## config.mk

```make
export PLATFORM = sky130hd
export DESIGN_NAME = twin_timer
export DESIGN_NICKNAME = d
export VERILOG_FILES = /design/src/rtl/tmr_pkg.sv /design/src/rtl/tmr_datapath.sv /design/src/rtl/tmr_ctrl.sv /design/src/rtl/twin_timer.sv
export SDC_FILE = /design/constraint.sdc
export NUM_CORES = 1
export LEC_CHECK = 0
export BUFFER_PORTS_ARGS = -buffer_cell sky130_fd_sc_hd__buf_2
export CORE_AREA = 3 3 101 103
export CTS_CLUSTER_SIZE = 30
export DETAILED_ROUTE_END_ITERATION = 16
export DIE_AREA = 0 0 104 106
export PLACE_DENSITY = 0.64
export SLEW_MARGIN = 20
export SYNTH_ARGS = -nofsm -noshare
export SYNTH_HDL_FRONTEND = slang
export SYNTH_HIERARCHICAL = 1
export SYNTH_SLANG_ARGS = --single-unit
```

## constraint.sdc

```tcl
create_clock -name clk -period 5.8 [get_ports clk]
set_input_delay 1.16 -clock clk [delete_from_list [all_inputs] [get_ports clk]]
set_output_delay 1.16 -clock clk [all_outputs]
set_load 0.01 [all_outputs]
```

## src/rtl/tmr_pkg.sv

```systemverilog
package tmr_pkg;

  typedef enum logic [2:0] {
    M_13BIT  = 3'd0,
    M_16BIT  = 3'd1,
    M_RELOAD = 3'd2,
    M_SPLIT  = 3'd3,
    M_PWM    = 3'd6
  } tmr_mode_e;

  // count strobes from control to datapath
  typedef struct packed {
    logic [1:0] stepLo;
    logic [1:0] stepHi;
  } step_s;

  // wrap events from datapath back to control
  typedef struct packed {
    logic [1:0] wrap;
    logic [1:0] wrapHi;
  } wrap_s;

  function automatic logic validMode(input logic [2:0] m);
    return (m == M_13BIT) || (m == M_16BIT) || (m == M_RELOAD) ||
           (m == M_SPLIT) || (m == M_PWM);
  endfunction

endpackage

```

## src/rtl/tmr_datapath.sv

```systemverilog
module tmr_datapath
  import tmr_pkg::*;
#(
  parameter int HALF_W = 8,
  parameter int PRE_W  = 5
) (
  input  logic                  clk,
  input  logic                  rst,
  input  step_s                 step,
  input  logic [1:0][2:0]       modeSel,
  input  logic [1:0]            wr,
  input  logic [2*HALF_W-1:0]   wrData,
  output wrap_s                 wrapEv,
  output logic [1:0]            pwm
);

  logic [1:0] wrapV;
  logic [1:0] wrapHiV;

  for (genvar t = 0; t < 2; t++) begin : g_tmr
    logic [HALF_W-1:0] loQ, hiQ, cmpQ;
    logic [HALF_W-1:0] loN, hiN, cmpN;
    logic              wrapN, wrapHiN;

    always_comb begin
      loN     = loQ;
      hiN     = hiQ;
      cmpN    = cmpQ;
      wrapN   = 1'b0;
      wrapHiN = 1'b0;
      if (step.stepLo[t]) begin
        case (modeSel[t])
          M_13BIT: begin
            if (&loQ[PRE_W-1:0]) begin
              loN[PRE_W-1:0] = '0;
              hiN            = hiQ + 1'b1;
              wrapN          = &hiQ;
            end else begin
              loN[PRE_W-1:0] = loQ[PRE_W-1:0] + 1'b1;
            end
          end
          M_16BIT: begin
            {hiN, loN} = {hiQ, loQ} + 1'b1;
            wrapN      = &{hiQ, loQ};
          end
          M_RELOAD: begin
            if (&loQ) begin
              loN   = hiQ;
              wrapN = 1'b1;
            end else begin
              loN = loQ + 1'b1;
            end
          end
          M_SPLIT: begin
            loN   = loQ + 1'b1;
            wrapN = &loQ;
          end
          M_PWM: begin
            loN = loQ + 1'b1;
            if (&loQ) begin
              wrapN = 1'b1;
              cmpN  = hiQ;
            end
          end
          default: ;
        endcase
      end
      if (step.stepHi[t]) begin
        hiN     = hiQ + 1'b1;
        wrapHiN = &hiQ;
      end
      if (wr[t]) begin
        {hiN, loN} = wrData;
        wrapN      = 1'b0;
        wrapHiN    = 1'b0;
      end
    end

    always_ff @(posedge clk) begin
      if (rst) begin
        loQ  <= '0;
        hiQ  <= '0;
        cmpQ <= '0;
      end else begin
        loQ  <= loN;
        hiQ  <= hiN;
        cmpQ <= cmpN;
      end
    end

    assign wrapV[t]   = wrapN;
    assign wrapHiV[t] = wrapHiN;
    assign pwm[t]     = loQ < cmpQ;
  end

  assign wrapEv.wrap   = wrapV;
  assign wrapEv.wrapHi = wrapHiV;

endmodule

```

## src/rtl/tmr_ctrl.sv

```systemverilog
module tmr_ctrl
  import tmr_pkg::*;
(
  input  logic            clk,
  input  logic            rst,
  input  logic            tick,
  input  logic [1:0]      run,
  input  logic [1:0][2:0] modeSel,
  input  logic            toggleEn,
  input  logic [1:0]      flagClr,
  input  wrap_s           wrapEv,
  output step_s           step,
  output logic [1:0]      flag,
  output logic            baudTick,
  output logic            togQ
);

  logic       split;
  logic [1:0] setFlag;

  assign split = modeSel[0] == M_SPLIT;

  always_comb begin
    step.stepLo[0] = tick & run[0] & validMode(modeSel[0]);
    step.stepHi[0] = tick & run[1] & split;
    step.stepHi[1] = 1'b0;
    step.stepLo[1] = tick & validMode(modeSel[1]) &
                     (modeSel[1] != M_SPLIT) & (run[1] | split);
  end

  assign setFlag[0] = wrapEv.wrap[0];
  assign setFlag[1] = split ? wrapEv.wrapHi[0] : wrapEv.wrap[1];

  always_ff @(posedge clk) begin
    if (rst) begin
      flag     <= '0;
      baudTick <= 1'b0;
      togQ     <= 1'b1;
    end else begin
      flag     <= setFlag | (flag & ~flagClr);
      baudTick <= wrapEv.wrap[1];
      togQ     <= toggleEn ? (togQ ^ wrapEv.wrap[0]) : 1'b1;
    end
  end

endmodule

```

## src/rtl/twin_timer.sv

```systemverilog
module twin_timer
  import tmr_pkg::*;
#(
  parameter int HALF_W = 8,
  parameter int PRE_W  = 5
) (
  input  logic                clk,
  input  logic                rst,
  input  logic                tick,
  input  logic [1:0]          run,
  input  logic [2:0]          mode0,
  input  logic [2:0]          mode1,
  input  logic                toggleEn,
  input  logic [1:0]          cntWr,
  input  logic [2*HALF_W-1:0] cntWrData,
  input  logic [1:0]          flagClr,
  output logic [1:0]          flag,
  output logic                baudTick,
  output logic                t0Pin,
  output logic                t0PinEn,
  output logic                t1Pin,
  output logic                t1PinEn
);

  logic [1:0][2:0] modeSel;
  step_s           step;
  wrap_s           wrapEv;
  logic [1:0]      pwm;
  logic            togQ;

  assign modeSel = {mode1, mode0};

  tmr_ctrl u_ctrl (
    .clk(clk), .rst(rst), .tick(tick), .run(run), .modeSel(modeSel),
    .toggleEn(toggleEn), .flagClr(flagClr), .wrapEv(wrapEv), .step(step),
    .flag(flag), .baudTick(baudTick), .togQ(togQ)
  );

  tmr_datapath #(.HALF_W(HALF_W), .PRE_W(PRE_W)) u_dp (
    .clk(clk), .rst(rst), .step(step), .modeSel(modeSel), .wr(cntWr),
    .wrData(cntWrData), .wrapEv(wrapEv), .pwm(pwm)
  );

  assign t0Pin   = (mode0 == M_PWM) ? pwm[0] : togQ;
  assign t0PinEn = toggleEn | (mode0 == M_PWM);
  assign t1Pin   = (mode1 == M_PWM) & pwm[1];
  assign t1PinEn = mode1 == M_PWM;

endmodule

```

==> results of run 1 <==
-- metal layers --
layer / vias up / wire length, um / track usage (%)
li1: 1701 / - / -
met1: 1658 / 4746 / 25.76
met5: - / 0 / 0
met4: 0 / 194 / 5.983
met3: 17 / 715 / 2.672
met2: 161 / 4461 / 28.55
-- layout make-up --
| class | count | area, sq um |
|---|---|---|
| Timing Repair Buffer | 38 | 190.2 |
| Clock buffer | 8 | 90.09 |
| Tap cell | 129 | 161.4 |
| Multi-Input combinational cell | 346 | 2404 |
| Fill cell | 961 | 5281 |
| Inverter | 31 | 116.4 |
| Sequential cell | 52 | 1041 |
-- sequential cells by signal, summed over array words and instances (netlist names) --
signal	count
u_dp/g_tmr.hiQ	16
u_ctrl/flag	2
u_ctrl/togQ	1
u_ctrl/baudTick	1
u_dp/g_tmr.loQ	16
u_dp/g_tmr.cmpQ	16
-- per-stage QoR --
stage          hold WS (ns)  setup WS [ns]
3_3_place_gp         0.4542          2.362
3_5_place_dp         0.4701          2.285
6_report             0.4846          2.201
5_1_grt              0.5392          2.066
4_1_cts              0.4940          2.240
2_1_floorplan        0.4604          2.818
-- worst reg2reg max path, cell delays in order, from the launching register on --
cell	delay [ns]
dfxtp_1	0.39
ha_1	0.31
and3_1	0.22
ha_1	0.22
or2_2	0.30
a31oi_1	0.61
nor2_1	0.17
a211oi_1	0.35
a2111oi_2	0.08
-- power groups by stage --
stage / Clock, mW / Sequential [mW] / Combinational, mW
2_1_floorplan: 0 / 0.398 / 0.0949
3_3_place_gp: 0 / 0.412 / 0.127
3_5_place_dp: 0 / 0.412 / 0.130
4_1_cts: 0.229 / 0.403 / 0.131
5_1_grt: 0.242 / 0.408 / 0.149
6_report: 0.219 / 0.404 / 0.132
-- worst min-delay path by stage --
stage                                       start                                 end  slack, ns  depth (start not counted)
2_1_floorplan  u_dp/g_tmr[0].cmpQ[1]$_SDFFE_PP0P_  u_dp/g_tmr[0].cmpQ[1]$_SDFFE_PP0P_       0.46                          2
3_3_place_gp            u_ctrl/flag[1]$_SDFF_PP0_           u_ctrl/flag[1]$_SDFF_PP0_       0.45                          2
3_5_place_dp            u_ctrl/flag[0]$_SDFF_PP0_           u_ctrl/flag[0]$_SDFF_PP0_       0.47                          2
4_1_cts                 u_ctrl/flag[0]$_SDFF_PP0_           u_ctrl/flag[0]$_SDFF_PP0_       0.49                          2
5_1_grt                 u_ctrl/flag[1]$_SDFF_PP0_           u_ctrl/flag[1]$_SDFF_PP0_       0.54                          2
6_report                u_ctrl/flag[1]$_SDFF_PP0_           u_ctrl/flag[1]$_SDFF_PP0_       0.48                          2
==> flow_summary.toml, run 1 <==
[global_routing]
antenna_found_initial = 0
grtUsageTotal_pct = 18.25
overflow = 0
grt_max_degree = 48
grt_pass1_vias = 3347
grt_pass1_wl_mm = 16.60

[placed_design]
dp.cells = 596
place_hpwl_mm = 7.523
dpl_cell_area_sq_um = 3913
place_congestion = 0.8991
port_buffers = 38

[power_and_ir_drop]
ir_worst_vdd_uv = 76.02
intPower_mw = 0.5288
p_per_area_nw_per_um2 = 188.8
seqPwrFrac_pct = 53.5
clockPowerShare_pct = 29.0
comb_power_share_pct = 17.5
switching_power_mw = 0.2267
swShare_pct = 30.01
total_power_mw = 0.7555
power_leakage_nw = 1.646

[clock_network]
post_cts_buffers = 0
path_clk_slew_ns = 0.09
cts.path.max_buffers = 2
cts-root-buf = "clkbuf_8"
clk_latency_ns = 0.31
ctsResizeCount = 0
cts_sinks = 52
htreeDepth = 2
cts_tree = "built"
cts_made_buffers = 5
cts_hold_buf = 0

[critical_path]
worstPathMaxFanout = 6
cp-start-kind = "flip-flop"
cp-startpoint = "u_dp/g_tmr[1].loQ[5]$_SDFFE_PP0P_"
reg2reg_to = "u_dp/g_tmr[0].hiQ[2]$_SDFFE_PP0P_"
r2r_setup_slack_ns = 2.99
reg2regPathDepth = 8
cp_cell_sequence = "ha_1 > a2111oi_0 > nand2_1 > o21ai_0 > a31o_2 > nor3b_1 > buf_2"
cpPeakStageDelay_ns = 0.72
path_buf_inv = 1
r2r-start = "u_dp/g_tmr[0].loQ[0]$_SDFFE_PP0P_"
crit_arrival_ns = 2.44
worstSetupEndpointType = "output pin"
critical_path_depth = 7
critical_path_class = "flip-flop to output pin"
crit_path_top_delay_cell = "a2111oi_0"
crit_path_end = "t1Pin"
required_ns = 4.64
cp_top_family = "compound AO/OA/AOI/OAI gates"

[die]
dieArea_sq_um = 11020
die_x_um = 104
io_pins = 39
start_util_pct = 39.81
die_h_um = 106
core_area_sq_um = 9284
rows = 35

[finish]
fin_util_pct = 43.11
final_cell_mix = "dfxtp_1 (52), nor2_1 (47), buf_2 (38)"
fin_cells = 604
layout_commonest_cell = "dfxtp_1"
fin_nets = 526
synthToLayoutAreaGrowth_pct = 8.294
drive_above_1_share_pct = 12.84
n_antenna_cell = 0
fin_area_sq_um = 4003

[sta]
tightest_slew_ns = 0.8688
period_minus_slack_ns = 3.599
rsz0062_at_grt = "no"
fin_worst_skew_ns = 0.007471
slew_violations = 0
fin_crit_sh_pct = 62.05
relSlewSlack_pct = 42.08
timing.fmax_ghz = 0.2778
setup_tns_ns = 0
hold_viol = 0
finalSetupViolCount = 0

[route]
avgViaCountPerCell = 5.856
firstDrtPassIters = 7
num_vias = 3537
detail-route-antenna-nets = 0
drt-total-wl_mm = 10.12
drt-initial-drc-count = 240
wl_per_cell_um = 16.75
drc = 0

[run_status]
status = "completed"

[logic_synthesis]
synth_fp_nets = 508
netlist_area_sq_um = 3696
ys_warn_count = 6
netlist_instances = 456
syn_avg_cell_area_sq_um = 8.105

[flow_run]
cap_violations = 0

[min_path]
hold_path.class = "flip-flop to flip-flop"
(Power assumes the default switching activity.)
==> inputs of run 2 (changes only) <==
clock period = 3.7 ns   (was 5.8 ns; I/O delays follow)
==> run 2 against run 1 <==
  * Setup slack got worse by 1.5 ns
  * Die area stayed put
  * Critical path type unchanged
  * Final cell count is 0.50% higher
  * Utilization rose by 0.43 points
  * Clock skew is essentially flat
==> flow_summary.toml, run 2 (same netlist as run 1, synthesis figures left out) <==
[critical_path]
critical_path_class = "flip-flop to output pin"
worstPathMaxFanout = 6
cp-start-kind = "flip-flop"
crit_arrival_ns = 2.24
required_ns = 2.96
worstSetupEndpointType = "output pin"

[route]
firstDrtPassIters = 5
wl_per_cell_um = 16.45
detail-route-antenna-nets = 0
drt-initial-drc-count = 252
avgViaCountPerCell = 5.787
drc = 0
num_vias = 3513
drt-total-wl_mm = 9.986

[finish]
reg_top3 = "u_dp/g_tmr.cmpQ: 16 flops, u_dp/g_tmr.hiQ: 16 flops, u_dp/g_tmr.loQ: 16 flops"
synthToLayoutAreaGrowth_pct = 9.377
fin_nets = 529
final_cell_mix = "dfxtp_1 (52), nor2_1 (47), buf_2 (38)"
drive_above_1_share_pct = 13.60
fill_cells = 991
fin_util_pct = 43.54
n_antenna_cell = 0
layout_commonest_cell = "dfxtp_1"

[power_and_ir_drop]
ir_worst_vdd_uv = 137.0
p_per_area_nw_per_um2 = 307.3
total_power_mw = 1.242
power_leakage_nw = 1.671

[die]
start_util_pct = 39.81
dieArea_sq_um = 11020
rows = 35
io_pins = 39
die_h_um = 106
die_x_um = 104
core_area_sq_um = 9284

[sta]
period_minus_slack_ns = 2.981
fin_crit_sh_pct = 80.58
whs_ns = 0.4753
timing.fmax_ghz = 0.3354
finalSetupViolCount = 0
fin_worst_skew_ns = 0.007351
slew_violations = 0
hold_viol = 0
rsz0062_at_grt = "no"
tightest_slew_ns = 0.7835
setup_tns_ns = 0
relSlewSlack_pct = 47.52

[clock_network]
clk_latency_ns = 0.31
post_cts_buffers = 0
ctsResizeCount = 0
cts_hold_buf = 0
cts_tree = "built"
htreeDepth = 2
path_clk_slew_ns = 0.10
cts_made_buffers = 5
cts.path.max_buffers = 2
cts_sinks = 52
cts-root-buf = "clkbuf_8"

[placed_design]
place_congestion = 0.9133
port_buffers = 38
place_hpwl_mm = 7.468

[global_routing]
grt_max_degree = 47
antenna_found_initial = 0
grt_pass1_vias = 3251
grt_pass1_wl_mm = 16.35
overflow = 0
grtUsageTotal_pct = 17.81

[flow_run]
cap_violations = 0

[min_path]
hold_path.class = "flip-flop to flip-flop"

[run_status]
status = "completed"
[run 2: cell count changes in the layout (fill, tap and decap cells not counted), sizes merged]
cell    before  now
buf         38   41
bufinv       0    1
clkbuf       8    6
clkinv       0    1
[run 2: worst paths after layout]
kind	start	endpoint	slack [ns]	cells past startpoint
setup reg to reg	u_dp/g_tmr[0].loQ[0]$_SDFFE_PP0P_	u_dp/g_tmr[0].hiQ[2]$_SDFFE_PP0P_	0.88	8
hold / removal	u_ctrl/flag[1]$_SDFF_PP0_	u_ctrl/flag[1]$_SDFF_PP0_	0.48	2
setup / recovery	u_dp/g_tmr[1].loQ[5]$_SDFFE_PP0P_	t1Pin	0.72	7
hold reg to reg	u_ctrl/flag[1]$_SDFF_PP0_	u_ctrl/flag[1]$_SDFF_PP0_	0.48	2
[run 2: routing by layer]
layer | track usage (%) | part of all wire (%)
met5 | 0 | 0
met4 | 5.318 | 1.1
met3 | 2.550 | 6.2
met2 | 27.25 | 44
met1 | 25.89 | 49
[run 2: per-stage QoR]
step	worst slack, ns	cells	instance area (sq um)
after floorplan	1.138	456	3696
after global placement	0.6926	599	3935
after detailed placement	0.6518	599	3935
after CTS	0.7256	607	4043
after global routing	0.4782	607	4043
final	0.7187	607	4043
[run 2: final cells by class]
cell class	count	area [sq um]	area share (%)
sequential	52	1041	25.75
clock buffer	6	72.57	1.795
timing repair buffer	41	212.7	5.262
multi-input combinational	346	2404	59.46
tap	129	161.4	3.993
clock inverter	2	35.03	0.8666
inverter	31	116.4	2.878
[run 2: report_power, final]
part	internal (mW)	leakage [nW]	total [mW]	switching (mW)
Combinational	0.0930	1.19	0.207	0.114
Clock	0.201	0.0552	0.401	0.200
Sequential	0.584	0.427	0.634	0.0502
Total	0.878	1.67	1.24	0.364
[run 2: critical path, cell delays in order, from the launching register on]
cell and delay, ns:
dfxtp_1 0.44, ha_1 0.28, a2111oi_0 0.55, nand2_1 0.09, o21ai_0 0.10, a31o_2 0.14
nor3b_1 0.17, buf_2 0.16
